--- config.mk ---
export PLATFORM = sky130hd
export DESIGN_NAME = host_link_monitor
export DESIGN_NICKNAME = d
export VERILOG_FILES = /design/src/rtl/hlm_pkg.sv /design/src/rtl/hlm_sync.sv /design/src/rtl/hlm_timer.sv /design/src/rtl/hlm_break.sv /design/src/rtl/host_link_monitor.sv
export SDC_FILE = /design/constraint.sdc
export NUM_CORES = 1
export LEC_CHECK = 0
export ABC_AREA = 1
export ABC_CLOCK_PERIOD_IN_PS = 1930
export BUFFER_PORTS_ARGS = -buffer_cell sky130_fd_sc_hd__clkbuf_2
export CAP_MARGIN = 0
export CORE_MARGIN = 2
export CORE_UTILIZATION = 57
export DETAILED_ROUTE_END_ITERATION = 8
export GPL_TIMING_DRIVEN = 0
export HOLD_SLACK_MARGIN = 0.06
export PLACE_DENSITY = 0.87
export SLEW_MARGIN = 20
export SYNTH_ARGS = -nofsm -noshare
export SYNTH_HDL_FRONTEND = slang
export SYNTH_HIERARCHICAL = 1
export SYNTH_SLANG_ARGS = --single-unit
--- constraint.sdc ---
create_clock -name clk -period 1.93 [get_ports clk]
set_input_delay 0.0965 -clock clk [delete_from_list [all_inputs] [get_ports clk]]
set_output_delay 0.0965 -clock clk [all_outputs]
set_load 0.02 [all_outputs]
--- src/rtl/hlm_pkg.sv ---
package hlm_pkg;
  localparam int FRAME_W = 11;
  localparam int LEVEL_W = 2;
  localparam logic [LEVEL_W-1:0] LEVEL_SHORT = '0;

  function automatic int cnt_width(input int max_val);
    return (max_val < 2) ? 1 : $clog2(max_val + 1);
  endfunction
endpackage

--- src/rtl/hlm_sync.sv ---
module hlm_sync #(
  parameter int STAGES = 2
) (
  input  logic clk,
  input  logic rst_n,
  input  logic d_async,
  output logic q_sync
);
  logic [STAGES-1:0] chain_q;
  logic [STAGES-1:0] chain_d;

  always_comb begin
    chain_d = {chain_q[STAGES-2:0], d_async};
  end

  always_ff @(posedge clk or negedge rst_n) begin
    if (!rst_n) chain_q <= '0;
    else        chain_q <= chain_d;
  end

  assign q_sync = chain_q[STAGES-1];
endmodule

--- src/rtl/hlm_timer.sv ---
module hlm_timer #(
  parameter int SAT_VAL = 1000000,
  parameter int CNT_W   = hlm_pkg::cnt_width(SAT_VAL)
) (
  input  logic             clk,
  input  logic             rst_n,
  input  logic             tick,
  input  logic             restart,
  input  logic             force_sat,
  output logic [CNT_W-1:0] cnt
);
  localparam logic [CNT_W-1:0] SAT_C = CNT_W'(SAT_VAL);

  logic [CNT_W-1:0] cnt_q;
  logic [CNT_W-1:0] cnt_d;
  logic             cnt_en;

  always_comb begin
    cnt_d  = cnt_q;
    cnt_en = 1'b0;
    if (force_sat) begin
      cnt_d  = SAT_C;
      cnt_en = 1'b1;
    end else if (restart) begin
      cnt_d  = '0;
      cnt_en = 1'b1;
    end else if (tick && (cnt_q != SAT_C)) begin
      cnt_d  = cnt_q + 1'b1;
      cnt_en = 1'b1;
    end
  end

  always_ff @(posedge clk or negedge rst_n) begin
    if (!rst_n)      cnt_q <= SAT_C;
    else if (cnt_en) cnt_q <= cnt_d;
  end

  assign cnt = cnt_q;

  assert_sat_bound_R1: assert property (@(posedge clk) disable iff (!rst_n)
    cnt_q <= SAT_C);
  assert_restart_R1: assert property (@(posedge clk) disable iff (!rst_n)
    (restart && !force_sat) |=> (cnt_q == '0));
  assert_force_sat_R5: assert property (@(posedge clk) disable iff (!rst_n)
    force_sat |=> (cnt_q == SAT_C));
  assert_idle_hold_R9: assert property (@(posedge clk) disable iff (!rst_n)
    (!tick && !restart && !force_sat) |=> $stable(cnt_q));
endmodule

--- src/rtl/hlm_break.sv ---
module hlm_break #(
  parameter int LOST_VAL = 2048,
  parameter int SAT_VAL  = 1000000,
  parameter int CNT_W    = hlm_pkg::cnt_width(SAT_VAL)
) (
  input  logic                       clk,
  input  logic                       rst_n,
  input  logic [CNT_W-1:0]           cnt,
  input  logic                       supply_ok,
  input  logic [hlm_pkg::LEVEL_W-1:0] level,
  output logic                       lost,
  output logic                       timed_out,
  output logic                       brk,
  output logic                       irq
);
  localparam logic [CNT_W-1:0] LOST_C = CNT_W'(LOST_VAL);
  localparam logic [CNT_W-1:0] SAT_C  = CNT_W'(SAT_VAL);

  logic brk_q, brk_d;
  logic irq_q, irq_d;
  logic sel_cond;

  always_comb begin
    lost      = (cnt >= LOST_C);
    timed_out = (cnt >= SAT_C);
    sel_cond  = (level == hlm_pkg::LEVEL_SHORT) ? lost : timed_out;
    brk_d     = !supply_ok || sel_cond;
    irq_d     = brk_d && !brk_q;
  end

  always_ff @(posedge clk or negedge rst_n) begin
    if (!rst_n) begin
      brk_q <= 1'b1;
      irq_q <= 1'b0;
    end else begin
      brk_q <= brk_d;
      irq_q <= irq_d;
    end
  end

  assign brk = brk_q;
  assign irq = irq_q;

  assert_irq_single_R6: assert property (@(posedge clk) disable iff (!rst_n)
    irq_q |=> !irq_q);
  assert_irq_on_rise_R6: assert property (@(posedge clk) disable iff (!rst_n)
    irq_q |-> (brk_q && !$past(brk_q)));
  assert_flag_order_R3: assert property (@(posedge clk) disable iff (!rst_n)
    timed_out |-> lost);
  assert_supply_break_R5: assert property (@(posedge clk) disable iff (!rst_n)
    !supply_ok |=> brk_q);
endmodule

--- src/rtl/host_link_monitor.sv ---
module host_link_monitor #(
  parameter int LOST_US    = 2048,
  parameter int TIMEOUT_US = 1000000,
  parameter int SYNC_STAGES = 2
) (
  input  logic        clk,
  input  logic        rst_n,
  input  logic        tick_us,
  input  logic        vbus_sense,
  input  logic        sof_valid,
  input  logic [10:0] sof_frame,
  input  logic [1:0]  brk_level,
  output logic [10:0] frame_idx,
  output logic        host_lost,
  output logic        host_timeout,
  output logic        break_active,
  output logic        break_irq
);
  localparam int CNT_W = hlm_pkg::cnt_width(TIMEOUT_US);

  logic             supply_ok;
  logic [CNT_W-1:0] timer_val;
  logic [hlm_pkg::FRAME_W-1:0] frame_q, frame_d;

  hlm_sync #(.STAGES(SYNC_STAGES)) u_sync (
    .clk     (clk),
    .rst_n   (rst_n),
    .d_async (vbus_sense),
    .q_sync  (supply_ok)
  );

  hlm_timer #(.SAT_VAL(TIMEOUT_US), .CNT_W(CNT_W)) u_timer (
    .clk       (clk),
    .rst_n     (rst_n),
    .tick      (tick_us),
    .restart   (sof_valid),
    .force_sat (!supply_ok),
    .cnt       (timer_val)
  );

  hlm_break #(.LOST_VAL(LOST_US), .SAT_VAL(TIMEOUT_US), .CNT_W(CNT_W)) u_break (
    .clk       (clk),
    .rst_n     (rst_n),
    .cnt       (timer_val),
    .supply_ok (supply_ok),
    .level     (brk_level),
    .lost      (host_lost),
    .timed_out (host_timeout),
    .brk       (break_active),
    .irq       (break_irq)
  );

  always_comb begin
    frame_d = sof_valid ? sof_frame : frame_q;
  end

  always_ff @(posedge clk or negedge rst_n) begin
    if (!rst_n) frame_q <= '0;
    else        frame_q <= frame_d;
  end

  assign frame_idx = frame_q;

  initial begin
    assert_threshold_order_R3: assert (LOST_US < TIMEOUT_US);
  end

  assert_frame_load_R7: assert property (@(posedge clk) disable iff (!rst_n)
    sof_valid |=> (frame_idx == $past(sof_frame)));
  assert_frame_hold_R7: assert property (@(posedge clk) disable iff (!rst_n)
    !sof_valid |=> $stable(frame_idx));
endmodule

Word-level counts from Yosys, hierarchy flattened:

Index checks and enable logic that the tools add are counted.

* register bits: 35
* output and inout bits: 15

* $add $sub $neg: 1
* magnitude comparators: 2
* eq/ne operators: 2
* muxes and demuxes: 7
* reductions and logical operators: 7

Operator list (number)
* $mux 20: 3
* $add 20x1->20 const B: 1
* $ge 20x12->1 const B: 1
* $ge 20x20->1 const B: 1
* $ne 20x20->1 const B: 1
* $mux 1: 4
* $ne 3x2->1 const B: 1
* $logic_and 1x1->1: 2
* $logic_not 1->1: 2
* $logic_not 2->1: 1
* $reduce_and 2->1: 1
* $logic_or 1x1->1: 1

Logic depth before layout (Yosys ltp):

Gate-level depths: netlist (run 1).

* depth after elaboration: 6
* depth in mapped cells: 11

By module:

Netlist (run 1), hierarchy kept.

By module, submodules not included
* hlm_timer: instances 1, cells each 230, area each 1487.7 µm²
* host_link_monitor: instances 1, cells each 48, area each 425.4 µm²
* hlm_break: instances 1, cells each 38, area each 214.0 µm²
* hlm_sync: instances 1, cells each 2, area each 50.0 µm²

Least setup slack after synthesis (run 1):

No wires, ideal clock.

* path type: register -> register
* start point: reg u_timer.cnt_q[0], in the netlist u_timer/cnt[0]
* end point: reg u_timer.cnt_q[7], in the netlist u_timer/cnt[7]
* arrival: 1410 ps
* required time: 1814 ps
* slack: 403 ps
* cell stages (with the launch flop): 11
* path buffers: 1
* clock period less this slack: 1527 ps
* path through: dfrtp_1 inv_1 ha_1 nand3_1 nor3_2 nand3_4 nand2_4 nand2_4 buf_6 nand2_1 nand2_1

* longest elaborated chain between the ends: 6

Ends and longest elaborated chain
* from (decl): RTL line hlm_timer.sv:14 `logic [CNT_W-1:0] cnt_q;`
* from (signal assigned): RTL line hlm_timer.sv:35 `else if (cnt_en) cnt_q <= cnt_d;`
* parallel branches: the longest is 6 deep, another holds $add 20x1->20

Several ways; the timed one is not identified. The select of a mux whose other input is x is not followed.
A chain may end at the register's enable or synchronous reset.

Final worst setup path (run 1):

* start point: reg u_timer.cnt_q[0], in the netlist u_timer/cnt[0]
* end point: reg u_timer.cnt_q[13], in the netlist u_timer/cnt[13]

The elaborated chain is that of the path after synthesis.

==> results of run 1 <==
==> layer usage <==
| layer | routed length (µm) | GRT usage |
|---|---|---|
| met1 | 2223 | 0.3407 |
| met2 | 2628 | 0.4621 |
| met3 | 233 | 0.04940 |
| met4 | 191 | 0.1745 |
| met5 | 0 | 0 |
==> timing repair <==
action / CTS / global route
hold buffers: 13 / 0
endpoints found under the hold margin: 39 / 0
setup buffers: 0 / 0
==> tightest hold or removal path, delay by kind of cell <==
family / cells / cell delay, ps
buf+inv: 1 / 120
simple gates: 2 / 110
==> power by group through the flow <==
| stage | sequential [mW] | combinational, mW | clock, mW |
|---|---|---|---|
| 2_1_floorplan | 0.867 | 0.137 | 0 |
| 3_3_place_gp | 0.847 | 0.244 | 0 |
| 3_5_place_dp | 0.849 | 0.252 | 0 |
| 4_1_cts | 0.836 | 0.273 | 0.528 |
| 5_1_grt | 0.843 | 0.309 | 0.564 |
| 6_report | 0.837 | 0.275 | 0.515 |
==> worst max-delay path by stage <==
stage	endpoint	slack, ps	cells past startpoint
floorplan	u_timer/cnt[7]	400	10
global placement	u_timer/cnt[7]	220	10
detailed placement	u_timer/cnt[7]	210	10
CTS	u_timer/cnt[13]	200	10
global route	u_timer/cnt[13]	90	10
finish	u_timer/cnt[13]	210	10
==> layout make-up <==
class                           instances  area, µm²  area share
Multi-Input combinational cell        242       1117      0.4285
Sequential cell                        35      885.9      0.3397
Timing Repair Buffer                   44      285.3      0.1094
Inverter                               36      136.4     0.05230
Clock buffer                            6      72.57     0.02783
Tap cell                               48      60.06     0.02303
Buffer                                  5      37.54     0.01440
Clock inverter                          2      12.51    0.004798
==> kinds of logic after synthesis <==
group / count (synthesis)
DFF: 35
xor gates and xnor gates: 2
and+or+nand+nor: 224
AOI/OAI and AO/OA: 14
buffers and inverters: 41
adders and majority gates: 2
==> Yosys cell counts <==
library cell / instances
sky130_fd_sc_hd__nand3_2: 1
sky130_fd_sc_hd__buf_4: 1
sky130_fd_sc_hd__a21oi_2: 1
sky130_fd_sc_hd__nand2_1: 128
sky130_fd_sc_hd__nand4_1: 7
sky130_fd_sc_hd__nor4_1: 2
sky130_fd_sc_hd__nor3_2: 1
sky130_fd_sc_hd__inv_2: 3
sky130_fd_sc_hd__inv_1: 31
sky130_fd_sc_hd__nor2_4: 2
sky130_fd_sc_hd__o21ai_2: 2
sky130_fd_sc_hd__or2_1: 1
sky130_fd_sc_hd__nand3_1: 25
sky130_fd_sc_hd__nand3_4: 1
sky130_fd_sc_hd__and2_1: 2
sky130_fd_sc_hd__clkinv_2: 1
sky130_fd_sc_hd__o21bai_1: 2
sky130_fd_sc_hd__ha_1: 2
sky130_fd_sc_hd__nor2_2: 8
sky130_fd_sc_hd__clkbuf_1: 2
sky130_fd_sc_hd__clkinv_1: 1
sky130_fd_sc_hd__o21ai_1: 1
sky130_fd_sc_hd__a21oi_1: 2
sky130_fd_sc_hd__nand2_2: 3
sky130_fd_sc_hd__buf_6: 2
sky130_fd_sc_hd__dfrtp_1: 27
sky130_fd_sc_hd__dfstp_2: 8
sky130_fd_sc_hd__nand2_4: 2
sky130_fd_sc_hd__nor2_1: 39
sky130_fd_sc_hd__nor3_1: 2
sky130_fd_sc_hd__o21ai_0: 6
sky130_fd_sc_hd__xor2_1: 2
==> flip-flops by register name, summed over array words and instances (netlist names) <==
name and flops:
u_timer/cnt 20, frame_idx 11, u_sync/chain_q 2, u_break/brk 1
u_break/irq 1
==> results by stage, run 1 <==
Global routing:
- The first global-routing pass estimated 9080 µm of wire.
- The initial antenna violation count is 0.
- The number of global-route vias before repair was 2086.
- The maximum number of pins on one net before global-route repair is 36.
- The overflow left after global routing is 0.
- Across every metal layer, demand over resource in global routing totals 0.2811.

STA:
- Setup repair after global routing left no endpoint under its margin.
- For the final routed database, the setup TNS stands at 0 ps.
- The headroom to the max-slew limit is 0.4396.
- The final setup violation count is 0.
- The final hold violation count is 0.
- The number of pins exceeding their max-slew limit in the final report is 0.
- Setup slack closes at 206.8 ps.
- In the finished design, the share of the clock period the worst path needs comes to 0.8929.
- Static timing analysis puts the maximum clock frequency at 580.3 MHz.
- The smallest clock period supported by the final layout is computed as 1723 ps.
- For the pin with the worst max-slew slack, the measured transition is 840.5 ps.
- The clock arrives with 5.595 ps of skew.
- The final hold slack is 68.92 ps.

Critical path:
- In this run the worst path has a maximum fanout of 10.
- The cell with the biggest individual delay on the critical path is sky130_fd_sc_hd__dfrtp_1.
- The cell that appears most often on the critical path is sky130_fd_sc_hd__nand2_4.
- The worst register-to-register path begins at u_timer/cnt[0].
- The critical path starts at u_timer/cnt[0].
- For the worst flop-to-flop path, the logic depth is 10.
- The nature of the critical path startpoint is a flip-flop.
- For the worst setup path, the data arrival time is 1900 ps.
- The critical path goes through inv_1 > ha_1 > nand3_1 > nor3_2 > nand3_4 > nand2_4 > nand2_4 > buf_6 > nand3_2 > nand2_1.
- The kind of cell adding the most delay to the critical path is simple AND/OR/NAND/NOR gates.
- The minimum setup slack among reg-to-reg paths is 210 ps.
- The count of buffering cells on the critical path with inverters included is 2.
- The critical path data required time is 2110 ps.
- The maximum cell stage delay along the critical path is 410 ps.
- The worst setup path is of the reg -> reg kind.
- STA classifies the critical path endpoint as a flip-flop.
- The worst register-to-register path ends at u_timer/cnt[13].

Layout:
- The net total in the final layout is 389.
- The area growth from synthesis to layout is 19.77%.
- The top cell types in the final layout, fill and taps aside, are 128 x sky130_fd_sc_hd__nand2_1, 39 x sky130_fd_sc_hd__nor2_1, 31 x sky130_fd_sc_hd__inv_1, 31 x sky130_fd_sc_hd__clkbuf_2, 27 x sky130_fd_sc_hd__dfrtp_1.
- The number of standard cells in the final layout excluding fillers is 418.
- The most common cell after layout, fill and taps aside is sky130_fd_sc_hd__nand2_1.
- The proportion of layout cells with a drive suffix above 1 is 0.2000.
- The number of inserted filler cells in the final layout is 296.
- The finished layout cell area is 2608 µm².
- 0 antenna diodes ended up in the layout.
- Measured on the finished design, the core utilization comes to 0.7122.

Drt:
- The number of vias per cell after detailed routing is 5.182.
- After detailed routing, the total wire length is 5275 µm.
- After detailed routing, the average wire length per cell comes to 12.62 µm.
- The total via count after detailed routing is 2166.
- After the first detailed-routing iteration, the DRC count stood at 214.
- After detailed routing, the number of remaining DRC violations is 0.
- The post-route antenna net violation count is 0.
- The first-pass detailed-route iteration total is 4.

Synthesis:
- Synthesis produced a netlist with a net count of 338.
- The number of warnings issued by yosys is 6.
- Synthesis instantiated 32 different standard cells from the library.
- The cell taking the most area after synthesis is sky130_fd_sc_hd__dfrtp_1.
- Of the post-synthesis cell area, the part taken by muxes is 0.
- Of the total synthesized cell area, the portion taken by full adders, half adders and majority gates is 0.01149.
- The portion of the post-synthesis area used by sequential elements is 0.4069.
- The area fraction in compound gates after synthesis came to 0.03966.
- Counting every instance in the synthesized netlist gives 318.
- The main combinational cell family by area after synthesis is simple AND/OR/NAND/NOR gates.
- The synthesized netlist occupies a cell area of 2177 µm².
- Of the total synthesized cell area, the portion taken by XOR and XNOR cells is 0.008046.
- The flip-flop and latch count after synthesis is 35.
- The area share of and/or/nand/nor cells after synthesis is 0.4540.
- The share of synthesized area in the top cell type comes to 0.3103.
- The mean area per synthesized cell is 6.846 µm².
- Ranked by total cell area, the synthesized netlist is headed by sky130_fd_sc_hd__dfrtp_1 31%, sky130_fd_sc_hd__nand2_1 22%, sky130_fd_sc_hd__dfstp_2 9.7%.

Power:
- The overall power consumption is 1.627 mW.
- The switching fraction of total power is 0.2958.
- For this design the ratio of total power to cell area is 623.9 nW/µm².
- Internal power comes to 1.146 mW.
- Summed over all cells, the static leakage comes to 1.324 nW.
- VDD sags by at most 0.0005161 V.
- Of the total power, combinational logic draws 0.169.
- The relative contribution of the clock network to total power is 0.316.
- Of the total power, registers draw 0.514.
- The switching component of the power is 0.4812 mW.

Place:
- At the end of routability-driven placement, the weighted congestion stood at 0.9306.
- The count of buffers added on input and output ports is 31.
- After detailed placement, the total cell area comes to 2392 µm².
- After detailed placement, the design holds a cell count of 397.
- The wire-length estimate of the detail-placed layout is 3629 µm.
- The minimum setup slack after placement is 213.5 ps.

Floorplanning:
- The width of the die is 65.80 µm.
- The region available for standard cell placement spans 3661 µm².
- The standard-cell row count is 22.
- The initial utilization of the core area, before any placement, comes to 0.5947.
- The floorplan step set the die height to 65.80 µm.
- Pin placement for this block handled 33 I/O pins.
- The die covers 4330 µm².

Clock tree:
- The clock reaches the later pin of the worst-skew pair after 290 ps.
- The number of buffers on the longest clock path is 2.
- Buffers inserted during clock tree synthesis total 5.
- In this run the clock root is driven by a sky130_fd_sc_hd__clkbuf_8.
- TritonCTS built the clock tree.
- The quantity of gates resized following cts is 0.
- The TritonCTS sink count is 35.
- After clock tree synthesis, the clock-pin slew on the worst setup and hold paths is 70 ps.
- In this run the number of H-tree levels came out at 2.

Hold path:
- Along the worst hold path, the cell count comes to 3.
- For hold timing, the worst endpoint is frame_idx[7].
- The type of the worst min-delay path is in -> reg.
- The origin of the worst min-delay path is sof_valid.

Run:
- The tool flagged a number of max-cap violations equal to 0.

Status:
- The flow ran to the end, and the final reports show no timing, DRC or antenna violations.
No activity file was read; power rests on OpenSTA's default activity.
==> run 2: changes to the inputs <==
--- a/config.mk
+++ b/config.mk
@@ -9,7 +9,6 @@
 export ABC_CLOCK_PERIOD_IN_PS = 1930
 export BUFFER_PORTS_ARGS = -buffer_cell sky130_fd_sc_hd__clkbuf_2
 export CAP_MARGIN = 0
-export CORE_MARGIN = 2
 export CORE_UTILIZATION = 57
 export DETAILED_ROUTE_END_ITERATION = 8
 export GPL_TIMING_DRIVEN = 0
==> results by stage, run 2 (synthesis results as in run 1) <==
Global routing:
- The number of global-route vias before repair is 2028.
- The initial antenna violation count came to 0.
- The maximum number of pins on one net before global-route repair is 36.
- The overflow left after global routing is 0.
- The total track usage is 0.2935.
- The global-route wire length before repair is 8887 µm.

Critical path:
- STA classifies the critical path startpoint as a flip-flop.
- The critical path goes through inv_1 > ha_1 > nand3_1 > nor3_2 > nand3_4 > nand2_4 > nand2_4 > buf_6 > nand2_1 > nand2_1.
- In this run the critical register-to-register path is launched from u_timer/cnt[0].
- The critical path capture point type is a flip-flop.
- Together, buffers and inverters on the worst path number 2.
- On the critical path the largest part of the delay comes from simple AND/OR/NAND/NOR gates.
- The maximum fanout count along the critical path is 10.
- The critical path crosses 10 cells after its start point.
- The critical path starts at u_timer/cnt[0].
- On the worst path, the slowest cell contributes a delay of 410 ps.
- The critical path is of the reg -> reg type.
- Data on the critical path is required at its endpoint by 2120 ps.
- The cell with the biggest individual delay on the critical path is sky130_fd_sc_hd__dfrtp_1.
- Data on the critical path arrives at its endpoint at 1980 ps.
- For the worst flop-to-flop path, the logic depth is 10.

Floorplanning:
- The core outline area is 3661 µm².
- The area of the die is 4070 µm².
- The floorplan has 22 rows.
- The vertical die dimension is 63.80 µm.
- Pin placement for this block handled 33 I/O pins.
- The starting density of the core is 0.5947.
- Measured along the x axis, the die boundary spans 63.80 µm.

STA:
- The pin slew with the least headroom to its limit is 855.1 ps.
- The final setup violation count is 0.
- The aggregate negative setup slack is 0 ps.
- In the post-route analysis, the smallest setup slack over all paths is 145.5 ps.
- The final hold violation count is 0.
- The highest achievable clock rate is 560.4 MHz.
- Of the available clock period, the critical path in the final layout requires 0.9246.
- The headroom to the max-slew limit is 0.4299.
- The final clock skew is 4.643 ps.
- The number of pins exceeding their max-slew limit in the final report is 0.
- Counting I/O delays and the setup requirement, the final critical path takes 1785 ps.
- Setup repair after global routing left no endpoint under its margin.

Hold path:
- The origin of the worst min-delay path is sof_valid.
- The tightest min-delay check is of the in -> reg type.
- Counting instances, the worst hold path has a depth of 3.

Clock tree:
- The master cell of the clock root buffer is sky130_fd_sc_hd__clkbuf_8.
- The clock tree synthesis step divided the H-tree into 2 levels.
- TritonCTS built the clock tree.
- The TritonCTS sink count is 35.
- Once the clock tree was built, the setup fixing pass inserted 0 buffers.
- The count of hold-fix buffers inserted at cts is 13.
- The number of buffers on the longest clock path is 2.
- The quantity of gates resized following cts is 0.
- The clock transition time at the flip-flop clock pins of the worst setup and hold paths is 70 ps.
- Clock latency on the worst-skew pair, taken at its later pin, is 300 ps.
- Counting the buffers created by CTS gives 5.

Place:
- Input and output buffers added on the ports amount to 31.
- The final estimated routing congestion in global placement is 0.9004.
- Detailed placement finished with a half-perimeter wire length of 3402 µm.
- The minimum setup slack after placement is 175.8 ps.

Drt:
- The post-route antenna net violation count is 0.
- Across all layers, the routed design uses 2178 vias.
- After the first detailed-routing iteration, the DRC count stood at 160.
- In the final routed layout, each cell accounts on average for 12.81 µm.
- The post-detailed-route DRC marker count is 0.
- The first detailed-routing pass took 4 iterations.
- After detailed routing, the number of vias per cell comes to 5.211.
- After detailed routing, the total wire length is 5354 µm.

Layout:
- The register with the most flip-flops in the layout has 20 of them.
- The net total in the final layout is 389.
- Leaving out fill and tap cells, the most frequent cell in the layout is sky130_fd_sc_hd__nand2_1.
- 0 antenna diodes ended up in the layout.
- The library cells used most frequently in the layout, excluding fill and tap cells, are 128 x sky130_fd_sc_hd__nand2_1, 39 x sky130_fd_sc_hd__nor2_1, 31 x sky130_fd_sc_hd__inv_1, 31 x sky130_fd_sc_hd__clkbuf_2, 27 x sky130_fd_sc_hd__dfrtp_1.
- The proportion of layout cells with a drive suffix above 1 is 0.2000.
- The area growth from synthesis to layout is 21.95%.
- The number of inserted filler cells in the final layout is 277.
- For this run, the share of the core covered by cells in the final layout is 0.7252.

Power:
- IR analysis of the VDD net gives a maximum drop of 0.0005321 V.
- For this design the static power due to leakage is 1.349 nW.
- The total power divided by cell area is 716.6 nW/µm².

Status:
- The flow ran to the end, and the final reports show no timing, DRC or antenna violations.

Run:
- The tool flagged a number of max-cap violations equal to 0.
run 2: layer usage:
metal / up-vias / track usage / share of wire
met5: - / 0 / 0
met4: 0 / 0.1676 / 0.019
met3: 11 / 0.06964 / 0.063
met2: 95 / 0.4827 / 0.50
met1: 984 / 0.3501 / 0.41
li1: 1088 / - / -
run 2: worst paths after layout:
check,end,slack [ps]
setup reg to reg,u_timer/cnt[7],150
hold reg to reg,u_sync/chain_q[1],360
max in group asynchronous,frame_idx[7],940
hold / removal,frame_idx[7],70
setup / recovery,u_timer/cnt[7],150
min in group asynchronous,u_sync/chain_q[1],460
run 2: area by class of cell:
| type | instances | area, µm² | area share |
|---|---|---|---|
| multi-input combinational | 242 | 1117 | 0.4208 |
| timing repair buffer | 44 | 285.3 | 0.1074 |
| tap | 48 | 60.06 | 0.02262 |
| sequential | 35 | 885.9 | 0.3336 |
| clock buffer | 6 | 72.57 | 0.02733 |
| buffer | 5 | 37.54 | 0.01414 |
| inverter | 36 | 136.4 | 0.05137 |
| clock inverter | 2 | 60.06 | 0.02262 |
run 2: metrics by stage:
stage	cells	cell area [µm²]	power, mW	hold slack, ps
finish	418	2655	1.902	69.79
global route	418	2655	1.987	71.47
CTS	418	2655	1.907	70.00
detailed placement	397	2392	1.097	213.2
global placement	397	2392	1.091	205.8
floorplan	318	2177	1.004	-199.1
run 2: report_power, final:
group	switching (mW)	internal (mW)
combinational	0.172	0.104
clock	0.273	0.516
sequential	0.0475	0.790
total	0.493	1.41
run 2: worst min-delay path, cell delays in order:
cell and delay, ps:
sky130_fd_sc_hd__clkbuf_2 120, sky130_fd_sc_hd__nand2_1 70, sky130_fd_sc_hd__nand2_1 40
